**config.mk**
```make
export PLATFORM = sky130hd
export DESIGN_NAME = sysclk_ratio_ctrl
export DESIGN_NICKNAME = d
export VERILOG_FILES = /design/src/rtl/clkdiv_pkg.sv /design/src/rtl/cdc_regs.sv /design/src/rtl/cdc_seq.sv /design/src/rtl/cdc_divider.sv /design/src/rtl/sysclk_ratio_ctrl.sv
export SDC_FILE = /design/constraint.sdc
export NUM_CORES = 1
export LEC_CHECK = 0
export BUFFER_PORTS_ARGS = -buffer_cell sky130_fd_sc_hd__buf_2
export CAP_MARGIN = 20
export CORE_ASPECT_RATIO = 1.75
export CORE_MARGIN = 2
export CORE_UTILIZATION = 50
export DETAILED_ROUTE_END_ITERATION = 10
export PLACE_DENSITY_LB_ADDON = 0.25
export SYNTH_ARGS = -nofsm -noshare
export SYNTH_HDL_FRONTEND = slang
export SYNTH_SLANG_ARGS = --single-unit
```
**constraint.sdc**
```tcl
create_clock -name clk -period 10 [get_ports clk]
set_clock_uncertainty 0.1 [all_clocks]
set_input_delay 0.5 -clock clk [delete_from_list [all_inputs] [get_ports clk]]
set_output_delay 0.5 -clock clk [all_outputs]
set_load 0.05 [all_outputs]
```
**src/rtl/clkdiv_pkg.sv**
```systemverilog
`timescale 1ns/1ps
package clkdiv_pkg;
    localparam int RATIO_W  = 5;
    localparam int DATA_W   = 8;
    localparam int EN_BIT   = 7;
    localparam int GO_BIT   = 0;
    localparam int BUSY_BIT = 1;
    localparam int FACT_W   = RATIO_W + 1;
    localparam int TMR_W    = FACT_W + 1;

    typedef logic [RATIO_W-1:0] ratio_t;
    typedef logic [FACT_W-1:0]  factor_t;
    typedef logic [TMR_W-1:0]   timer_t;

    typedef struct packed {
        logic   en;
        ratio_t ratio;
    } div_cfg_t;

    typedef enum logic {ST_RUN, ST_SWITCH} seq_state_e;

    function automatic factor_t factor_of(ratio_t r);
        return factor_t'(r) + factor_t'(1);
    endfunction

    function automatic factor_t high_len(ratio_t r);
        return factor_of(r) >> 1;
    endfunction
endpackage

```
**src/rtl/cdc_regs.sv**
```systemverilog
`timescale 1ns/1ps
module cdc_regs
    import clkdiv_pkg::*;
#(
    parameter int NUM_DIV     = 2,
    parameter int ADDR_W      = 2,
    parameter int RESET_RATIO = 1
) (
    input  logic                           clk,
    input  logic                           rst,
    input  logic                           wr_en,
    input  logic                           rd_en,
    input  logic [ADDR_W-1:0]              addr,
    input  logic [DATA_W-1:0]              wdata,
    input  logic                           busy,
    output div_cfg_t [NUM_DIV-1:0]         cfg,
    output logic                           go_req,
    output logic [DATA_W-1:0]              rdata
);
    logic [DATA_W-1:0] rd_mux;

    assign go_req = wr_en && (addr == '0) && wdata[GO_BIT];

    always_comb begin
        rd_mux = '0;
        if (addr == '0) begin
            rd_mux[BUSY_BIT] = busy;
        end
        for (int i = 0; i < NUM_DIV; i++) begin
            if (addr == ADDR_W'(i + 1)) begin
                rd_mux[EN_BIT]        = cfg[i].en;
                rd_mux[RATIO_W-1:0]   = cfg[i].ratio;
            end
        end
    end

    always_ff @(posedge clk) begin
        if (rst) begin
            for (int i = 0; i < NUM_DIV; i++) begin
                cfg[i].en    <= 1'b1;
                cfg[i].ratio <= ratio_t'(RESET_RATIO);
            end
            rdata <= '0;
        end else begin
            if (wr_en) begin
                for (int i = 0; i < NUM_DIV; i++) begin
                    if (addr == ADDR_W'(i + 1)) begin
                        cfg[i].en    <= wdata[EN_BIT];
                        cfg[i].ratio <= wdata[RATIO_W-1:0];
                    end
                end
            end
            if (rd_en) begin
                rdata <= rd_mux;
            end
        end
    end

    // the command bit never reads back as 1
    assert_go_readback_R5: assert property (@(posedge clk) disable iff (rst)
        (rd_en && addr == '0) |=> (rdata[GO_BIT] == 1'b0));

    // read data holds without a read strobe
    assert_rdata_hold_R12: assert property (@(posedge clk) disable iff (rst)
        !rd_en |=> $stable(rdata));
endmodule

```
**src/rtl/cdc_seq.sv**
```systemverilog
`timescale 1ns/1ps
module cdc_seq
    import clkdiv_pkg::*;
#(
    parameter int NUM_DIV = 2
) (
    input  logic                    clk,
    input  logic                    rst,
    input  logic                    go_req,
    input  div_cfg_t [NUM_DIV-1:0]  cfg,
    input  ratio_t   [NUM_DIV-1:0]  act_ratio,
    output logic                    busy,
    output logic                    load
);
    seq_state_e state;
    timer_t     timer;
    timer_t     need;

    always_comb begin
        factor_t big;
        need = timer_t'(2);
        for (int i = 0; i < NUM_DIV; i++) begin
            big = factor_of(act_ratio[i]);
            if (factor_of(cfg[i].ratio) > big) begin
                big = factor_of(cfg[i].ratio);
            end
            if (cfg[i].en && (timer_t'(big) + timer_t'(2) > need)) begin
                need = timer_t'(big) + timer_t'(2);
            end
        end
    end

    assign busy = (state == ST_SWITCH);
    assign load = busy && (timer == timer_t'(1));

    always_ff @(posedge clk) begin
        if (rst) begin
            state <= ST_RUN;
            timer <= '0;
        end else begin
            case (state)
                ST_RUN: begin
                    if (go_req) begin
                        state <= ST_SWITCH;
                        timer <= need;
                    end
                end
                ST_SWITCH: begin
                    timer <= timer - timer_t'(1);
                    if (timer == timer_t'(1)) begin
                        state <= ST_RUN;
                    end
                end
                default: state <= ST_RUN;
            endcase
        end
    end

    // an accepted command raises busy in the next cycle
    assert_go_starts_R4: assert property (@(posedge clk) disable iff (rst)
        (go_req && !busy) |=> busy);

    // the countdown is not disturbed by commands while busy
    assert_go_ignored_R5: assert property (@(posedge clk) disable iff (rst)
        (busy && !load) |=> (busy && timer == $past(timer) - timer_t'(1)));

    // the switch ends right after the load cycle
    assert_load_ends_R4: assert property (@(posedge clk) disable iff (rst)
        load |=> !busy);
endmodule

```
**src/rtl/cdc_divider.sv**
```systemverilog
`timescale 1ns/1ps
module cdc_divider
    import clkdiv_pkg::*;
#(
    parameter int RESET_RATIO = 1
) (
    input  logic   clk,
    input  logic   rst,
    input  logic   en,
    input  logic   busy,
    input  logic   load,
    input  ratio_t new_ratio,
    output logic   div_o,
    output ratio_t act_ratio
);
    ratio_t cnt;

    always_ff @(posedge clk) begin
        if (rst) begin
            cnt       <= '0;
            act_ratio <= ratio_t'(RESET_RATIO);
        end else if (load) begin
            cnt       <= '0;
            act_ratio <= new_ratio;
        end else if (!en) begin
            cnt <= '0;
        end else if (busy) begin
            if (cnt != act_ratio) begin
                cnt <= cnt + ratio_t'(1);
            end
        end else begin
            cnt <= (cnt == act_ratio) ? '0 : cnt + ratio_t'(1);
        end
    end

    assign div_o = en && !busy && (factor_t'(cnt) < high_len(act_ratio));

    // an enabled counter has parked at terminal count before the load
    assert_terminal_before_load_R7: assert property (@(posedge clk) disable iff (rst)
        (load && en) |-> (cnt == act_ratio));

    // all counters restart from zero after the load
    assert_restart_zero_R7: assert property (@(posedge clk) disable iff (rst)
        load |=> (cnt == '0));

    // the count never passes the terminal value
    assert_cnt_range_R8: assert property (@(posedge clk) disable iff (rst)
        cnt <= act_ratio);

    // a disabled divider keeps its count at zero
    assert_disabled_idle_R9: assert property (@(posedge clk) disable iff (rst)
        !en |=> (cnt == '0));
endmodule

```
**src/rtl/sysclk_ratio_ctrl.sv**
```systemverilog
`timescale 1ns/1ps
module sysclk_ratio_ctrl
    import clkdiv_pkg::*;
#(
    parameter int NUM_DIV     = 2,
    parameter int ADDR_W      = 2,
    parameter int RESET_RATIO = 1
) (
    input  logic                clk,
    input  logic                rst,
    input  logic                wr_en,
    input  logic                rd_en,
    input  logic [ADDR_W-1:0]   addr,
    input  logic [DATA_W-1:0]   wdata,
    output logic [DATA_W-1:0]   rdata,
    output logic [NUM_DIV-1:0]  div_out
);
    div_cfg_t [NUM_DIV-1:0] cfg;
    ratio_t   [NUM_DIV-1:0] act_ratio;
    logic                   go_req;
    logic                   busy;
    logic                   load;

    cdc_regs #(
        .NUM_DIV     (NUM_DIV),
        .ADDR_W      (ADDR_W),
        .RESET_RATIO (RESET_RATIO)
    ) u_regs (
        .clk    (clk),
        .rst    (rst),
        .wr_en  (wr_en),
        .rd_en  (rd_en),
        .addr   (addr),
        .wdata  (wdata),
        .busy   (busy),
        .cfg    (cfg),
        .go_req (go_req),
        .rdata  (rdata)
    );

    cdc_seq #(
        .NUM_DIV (NUM_DIV)
    ) u_seq (
        .clk       (clk),
        .rst       (rst),
        .go_req    (go_req),
        .cfg       (cfg),
        .act_ratio (act_ratio),
        .busy      (busy),
        .load      (load)
    );

    for (genvar g = 0; g < NUM_DIV; g++) begin : g_div
        cdc_divider #(
            .RESET_RATIO (RESET_RATIO)
        ) u_div (
            .clk       (clk),
            .rst       (rst),
            .en        (cfg[g].en),
            .busy      (busy),
            .load      (load),
            .new_ratio (cfg[g].ratio),
            .div_o     (div_out[g]),
            .act_ratio (act_ratio[g])
        );
    end

    // every output is paused while the switch runs
    assert_pause_low_R6: assert property (@(posedge clk) disable iff (rst)
        busy |-> (div_out == '0));
endmodule

```
## Word-level counts from Yosys, hierarchy flattened

Cells that the tools add are included.

| word-level totals | value |
|---|---|
| output and inout port bits | 10 |
| bits of input ports | 14 |
| flip-flop bits (word level) | 46 |

| operators by class | value |
|---|---|
| add/subtract/negate cells | 9 |
| multiplexer cells | 20 |
| order comparisons | 6 |
| equality and inequality tests | 10 |
| reductions and logical operators | 15 |
| bitwise gates (word level) | 3 |

Operators with widths:

| operator | number |
|---|---|
| $mux 5 | 8 |
| $add 5x1->6 const B | 4 |
| $mux 7 | 3 |
| $add 6x2->7 const B | 2 |
| $pmux 7 s2 | 1 |
| $gt 6x6->1 | 2 |
| $mux 6 | 2 |
| $add 5x1->5 const B | 2 |
| $eq 5x5->1 | 2 |
| $lt 5x5->1 | 2 |
| $ne 5x5->1 | 2 |
| $logic_and 1x1->1 | 9 |
| $eq 7x1->1 const B | 1 |
| $gt 7x2->1 const B | 1 |
| $gt 7x7->1 | 1 |
| $sub 7x1->7 const B | 1 |
| $reduce_or 3->1 | 2 |
| $mux 1 | 5 |
| $ne 2x1->1 const B | 2 |
| $reduce_and 2->1 | 2 |
| $not 1->1 | 3 |
| $eq 2x1->1 const B | 1 |
| $eq 2x2->1 const B | 1 |
| $logic_not 2->1 | 1 |
| other kinds (3) | 3 |

## Logic depth before layout (Yosys ltp)

| logic depth | value |
|---|---|
| depth after elaboration | 12 |
| gate-level depth with buffers | 31 |
| depth with buffers taken out | 28 |

## Cells and area by module

A second synthesis with hierarchy kept.

| unflattened totals | value |
|---|---|
| cell total of the unflattened synthesis | 458 |
| area total of the unflattened synthesis | 3941.3 sq um |

By module, submodules not included:

| module | cells each | instances | area each (sq um) | sequential area each (sq um) |
|---|---|---|---|---|
| cdc_seq | 232 | 1 | 1786.7 | 160.2 |
| cdc_divider | 71 | 2 | 659.4 | 200.2 |
| cdc_regs | 84 | 1 | 835.8 | 360.3 |

## Worst setup path after synthesis

No wires, ideal clock.

| timing | value |
|---|---|
| kind | flip-flop to flip-flop |
| start | reg g_div[0].u_div.act_ratio[2] |
| end | reg u_seq.timer[0] |
| period minus slack after synthesis | 5.429 ns |
| arrival time | 5.237 ns |
| buffers on the path | 3 |
| path slack | 4.571 ns |
| stages on the path, launching flop included | 31 |
| path through | dfxtp_1 -> buf_2 -> and3_4 -> and3_1 -> inv_1 -> ha_1 -> nand2_1 -> nor4_1 -> o21bai_2 -> buf_6 -> nor2_1 -> a21oi_1 -> inv_1 -> ha_1 -> buf_6 -> nor2_1 -> nand3_1 -> o21ai_0 -> a21oi_1 -> nor4b_1 -> mux2i_1 -> a22oi_2 -> nor2_1 -> ha_1 -> nor2b_1 -> o21a_1 -> o21a_1 -> o21bai_1 -> a21oi_1 -> or3b_2 -> o32ai_1 |

| on the way | value |
|---|---|
| cells in the longest elaborated chain, start to end | 12 |

Ends and longest elaborated chain:

| element | RTL line | text |
|---|---|---|
| start: declaration | cdc_divider.sv:14 | `output ratio_t act_ratio` |
| start signal: assignment | cdc_divider.sv:21 | `act_ratio <= ratio_t'(RESET_RATIO);` |
| start signal: assignment | cdc_divider.sv:24 | `act_ratio <= new_ratio;` |
| $add 5x1->6 (*) | clkdiv_pkg.sv:23 | `return factor_t'(r) + factor_t'(1);` |
| $gt 6x6->1 | cdc_seq.sv:24 | `if (factor_of(cfg[i].ratio) > big) begin` |
| $mux 6 (*) | cdc_seq.sv:24 |  |
| $add 6x2->7 (*) | cdc_seq.sv:27, cdc_seq.sv:28 |  |
| $gt 7x2->1 | cdc_seq.sv:27 | `if (cfg[i].en && (timer_t'(big) + timer_t'(2) > need)) begin` |
| $logic_and 1x1->1 | cdc_seq.sv:27 |  |
| $mux 7 (*) | cdc_seq.sv:27 |  |
| $gt 7x7->1 | cdc_seq.sv:27 |  |
| $logic_and 1x1->1 | cdc_seq.sv:27 |  |
| $mux 7 (*) | cdc_seq.sv:27 |  |
| $mux 7 (*) | cdc_seq.sv:43 | `if (go_req) begin` |
| $pmux 7 s2 (*) | cdc_seq.sv:41 | `case (state)` |
| end signal: assignment | cdc_seq.sv:45 | `timer <= need;` |
| end signal: assignment | cdc_seq.sv:49 | `timer <= timer - timer_t'(1);` |
| end: declaration | cdc_seq.sv:16 | `timer_t timer;` |

Mark *: on every way between the ends. The rest lies on a longest branch, timed or not. The select of a mux whose other input is x is not followed.
A chain may end at the register's enable or synchronous reset.

## Final worst setup path

| timing | value |
|---|---|
| start | reg g_div[0].u_div.act_ratio[0] |
| end | reg u_seq.timer[0] |

The elaborated chain is that of the path after synthesis.

==> impl_metrics.py <==
metrics = {
    "setup_path": {
        "r2r_end": "u_seq.timer[0]$_SDFFE_PP0P_",
        "cpPeakStageDelay_ns": 0.54,
        "crit_buf_inv": 2,
        "critPathArrivalTime_ns": 6.49,
        "r2r_start": "g_div[0].u_div.act_ratio[0]$_SDFFE_PP1P_",
        "critPathRequiredTime_ns": 10.10,
        "crit_slowest_cell": "or3b_2",
        "crit_type": "flop to flop",
        "r2r_cells": 27,
        "cp_max_fo": 10,
        "critical_path.top_delay_family": "simple AND/OR/NAND/NOR gates",
        "start_kind": "flop",
        "cp-end-kind": "flop",
        "rrSetupSlack_ns": 3.61,
    },
    "sta": {
        "post-route-period-util_pct": 63.9,
        "whs_ns": 0.364,
        "slew_headroom_pct": 46.3,
        "setup_viol": 0,
        "rsz0062_at_grt": "false",
        "hold_violations": 0,
        "worstMarginPinSlew_ns": 0.803,
        "tns_ns": 0,
        "slew_violations": 0,
        "max_clock_freq_ghz": 0.157,
        "finalCriticalPeriod_ns": 6.39,
    },
    "worst_hold_path": {
        "holdPathEnd": "u_regs.cfg[5]$_SDFFE_PP1P_",
        "holdPathStages": 3,
        "hold_class": "primary input to flop",
        "min-delay-start": "wdata[7]",
    },
    "clock_tree": {
        "postCtsHoldBufs": 0,
        "cts_tree": "done",
        "cts_sinks": 46,
        "cts_resized": 0,
        "clk_latency_ns": 0.29,
        "ctsHtreeMaxLevel": 2,
        "clk_pin_slew_ns": 0.07,
        "clockRootBuffer": "clkbuf_16",
        "cts_buffers": 5,
        "clockBufferDepth": 2,
        "postCtsSetupBuffers": 0,
    },
    "floorplanning": {
        "num_rows": 41,
        "dieArea_um2": 7980,
        "initial_core_util_pct": 50.9,
        "die_y_um": 117,
        "core-area_um2": 7130,
        "die_x_um": 68.4,
        "ios": 24,
    },
    "layout": {
        "fillers": 695,
        "design_area_um2": 3860,
        "syn2layout_area_growth_pct": 6.28,
        "drive_gt1_share_pct": 10.1,
        "multi_input_area_um2": 2530,
        "nNetsFinal": 490,
        "fin_util_pct": 54.1,
        "seqCellArea_um2": 921,
        "diodes": 0,
    },
    "synthesis": {
        "syn_area_um2": 3630,
        "ys_seq_area_share_pct": 25.4,
        "ys.flop_type": "dfxtp_1",
        "syn_avg_cell_area_um2": 8.32,
        "synth-async-reset-ratio_pct": 0,
        "synth-edff-count": 0,
        "yosysTopAreaCellShare_pct": 25.4,
        "syn_inst": 436,
        "ys_seq_elements": 46,
        "yosysWarnings": 0,
        "synth_cell_types": 71,
        "yosysTopAreaCell": "dfxtp_1",
        "synth_area_leaders": "dfxtp_1 (25%), ha_1 (11%), mux2i_1 (5.8%), nor2_1 (5.0%), a21oi_1 (4.4%)",
    },
    "drt": {
        "top_layer": "met4",
        "wl_met1_mm": 3.21,
        "wl_per_cell_um": 16.0,
        "met2_length_mm": 4.85,
        "route.met3.wl_um": 143,
        "drc": 0,
        "dr.first_iter.drc_count": 176,
        "vias": 3113,
        "wirelength_mm": 8.50,
        "drt_first_pass_iters": 5,
        "route.detailed.vias_per_inst": 5.87,
        "antenna_left": 0,
    },
    "placed_design": {
        "postPlaceCellArea_um2": 3710,
        "post-dp-hpwl_mm": 6.78,
        "gp_congestion": 0.832,
        "io_buffers": 19,
    },
    "grt": {
        "antenna_found_initial": 0,
        "overflow": 0,
        "grt_pass1_vias": 2977,
        "grt_usage_pct": 22.9,
        "grt_max_degree": 32,
        "grt_pass1_wl_mm": 13.9,
    },
    "pwr": {
        "ir_worst_vdd_mv": 0.0716,
        "power_density_nw_per_um2": 139,
        "totalPowerFinal_uw": 534,
        "p_leak_nw": 1.62,
    },
    "outcome": {
        "outcome": "finished, final reports clean",
    },
    "run": {
        "drv_cap": 0,
    },
}
-- worst max path at each step --
stage / from / slack [ns] / endpoint / cells past startpoint
detailed placement: g_div[0].u_div.act_ratio[0]$_SDFFE_PP1P_ / 3.67 / u_seq.timer[0]$_SDFFE_PP0P_ / 27
global route: g_div[0].u_div.act_ratio[0]$_SDFFE_PP1P_ / 3.13 / u_seq.timer[0]$_SDFFE_PP0P_ / 27
global placement: g_div[0].u_div.act_ratio[2]$_SDFFE_PP0P_ / 3.75 / u_seq.timer[0]$_SDFFE_PP0P_ / 27
finish: g_div[0].u_div.act_ratio[0]$_SDFFE_PP1P_ / 3.61 / u_seq.timer[0]$_SDFFE_PP0P_ / 27
CTS: g_div[0].u_div.act_ratio[0]$_SDFFE_PP1P_ / 3.65 / u_seq.timer[0]$_SDFFE_PP0P_ / 27
floorplan: g_div[0].u_div.act_ratio[2]$_SDFFE_PP0P_ / 4.57 / u_seq.timer[0]$_SDFFE_PP0P_ / 30
-- through the flow --
step | setup WS [ns] | cells
after floorplan | 4.57 | 438
after global placement | 3.75 | 522
after detailed placement | 3.67 | 522
after CTS | 3.65 | 530
after global routing | 3.13 | 530
final | 3.61 | 530
-- logic make-up after synthesis --
| group | after synthesis | synth area share [%] |
|---|---|---|
| AOI/OAI and AO/OA | 98 | 17.4 |
| xor gates and xnor gates | 34 | 10.3 |
| adders and majority gates | 36 | 12.2 |
| buffers and inverters | 37 | 5.21 |
| DFF | 46 | 25.4 |
| muxes | 23 | 6.41 |
| other | 2 | 0.207 |
| and+or+nand+nor | 160 | 22.9 |
-- flip-flops by register name (all words and copies together) (netlist names) --
name / cells
u_seq.timer: 7
g_div.u_div.cnt: 10
u_regs.rdata: 6
u_regs.cfg: 12
g_div.u_div.act_ratio: 10
u_seq.busy: 1
-- cell type report --
cell class / count / share of cell area [%]
Multi-Input combinational cell: 355 / 65.5
Sequential cell: 46 / 23.9
Clock inverter: 2 / 0.357
Clock buffer: 6 / 3.34
Inverter: 15 / 1.46
Tap cell: 86 / 2.79
Timing Repair Buffer: 20 / 2.66
-- layout by cell type, fill, tap and decap left out, types with 19 or more instances in the layout --
cell type,instances
a21oi_1,32
mux2i_1,21
nand3_1,24
ha_1,33
dfxtp_1,46
nand2_1,31
buf_2,19
nor2_1,48
-- worst min-delay path: cells and delay by family --
| kind | cells | cell delay [ns] |
|---|---|---|
| multiplexers | 1 | 0.06 |
| buffers and inverters | 1 | 0.11 |
| AND/OR/NAND/NOR | 1 | 0.06 |
-- power by group --
| part | switching, mW | internal, mW |
|---|---|---|
| combinational | 0.0967 | 0.0673 |
| clock | 0.0721 | 0.0928 |
| sequential | 0.0130 | 0.192 |
-- layer usage --
layer | up-vias | global-route usage [%]
met5 | - | 0
met1 | 1483 | 24.0
met4 | 0 | 11.9
met3 | 19 | 2.79
met2 | 34 | 42.7
li1 | 1577 | -
-- synthesized netlist by cell type (all sizes together) (2+ instances only) --
library cell / instances
a211oi: 9
nand2: 31
o21ai: 19
nor4b: 2
dfxtp: 46
clkbuf: 10
nor2b: 6
mux2: 2
nand4: 2
nand4b: 2
and3: 7
nand2b: 6
o21bai: 3
and2: 3
xor2: 16
nor2: 48
xnor2: 18
a21o: 4
or3b: 2
ha: 33
nor3: 6
o211ai: 4
a21oi: 32
o21a: 3
a22oi: 6
a31oi: 6
inv: 14
nand3: 27
buf: 11
mux2i: 21
conb: 2
maj3: 3
or2: 3
nor4: 5
nor3b: 4
Power figures use the tool's default switching activity.
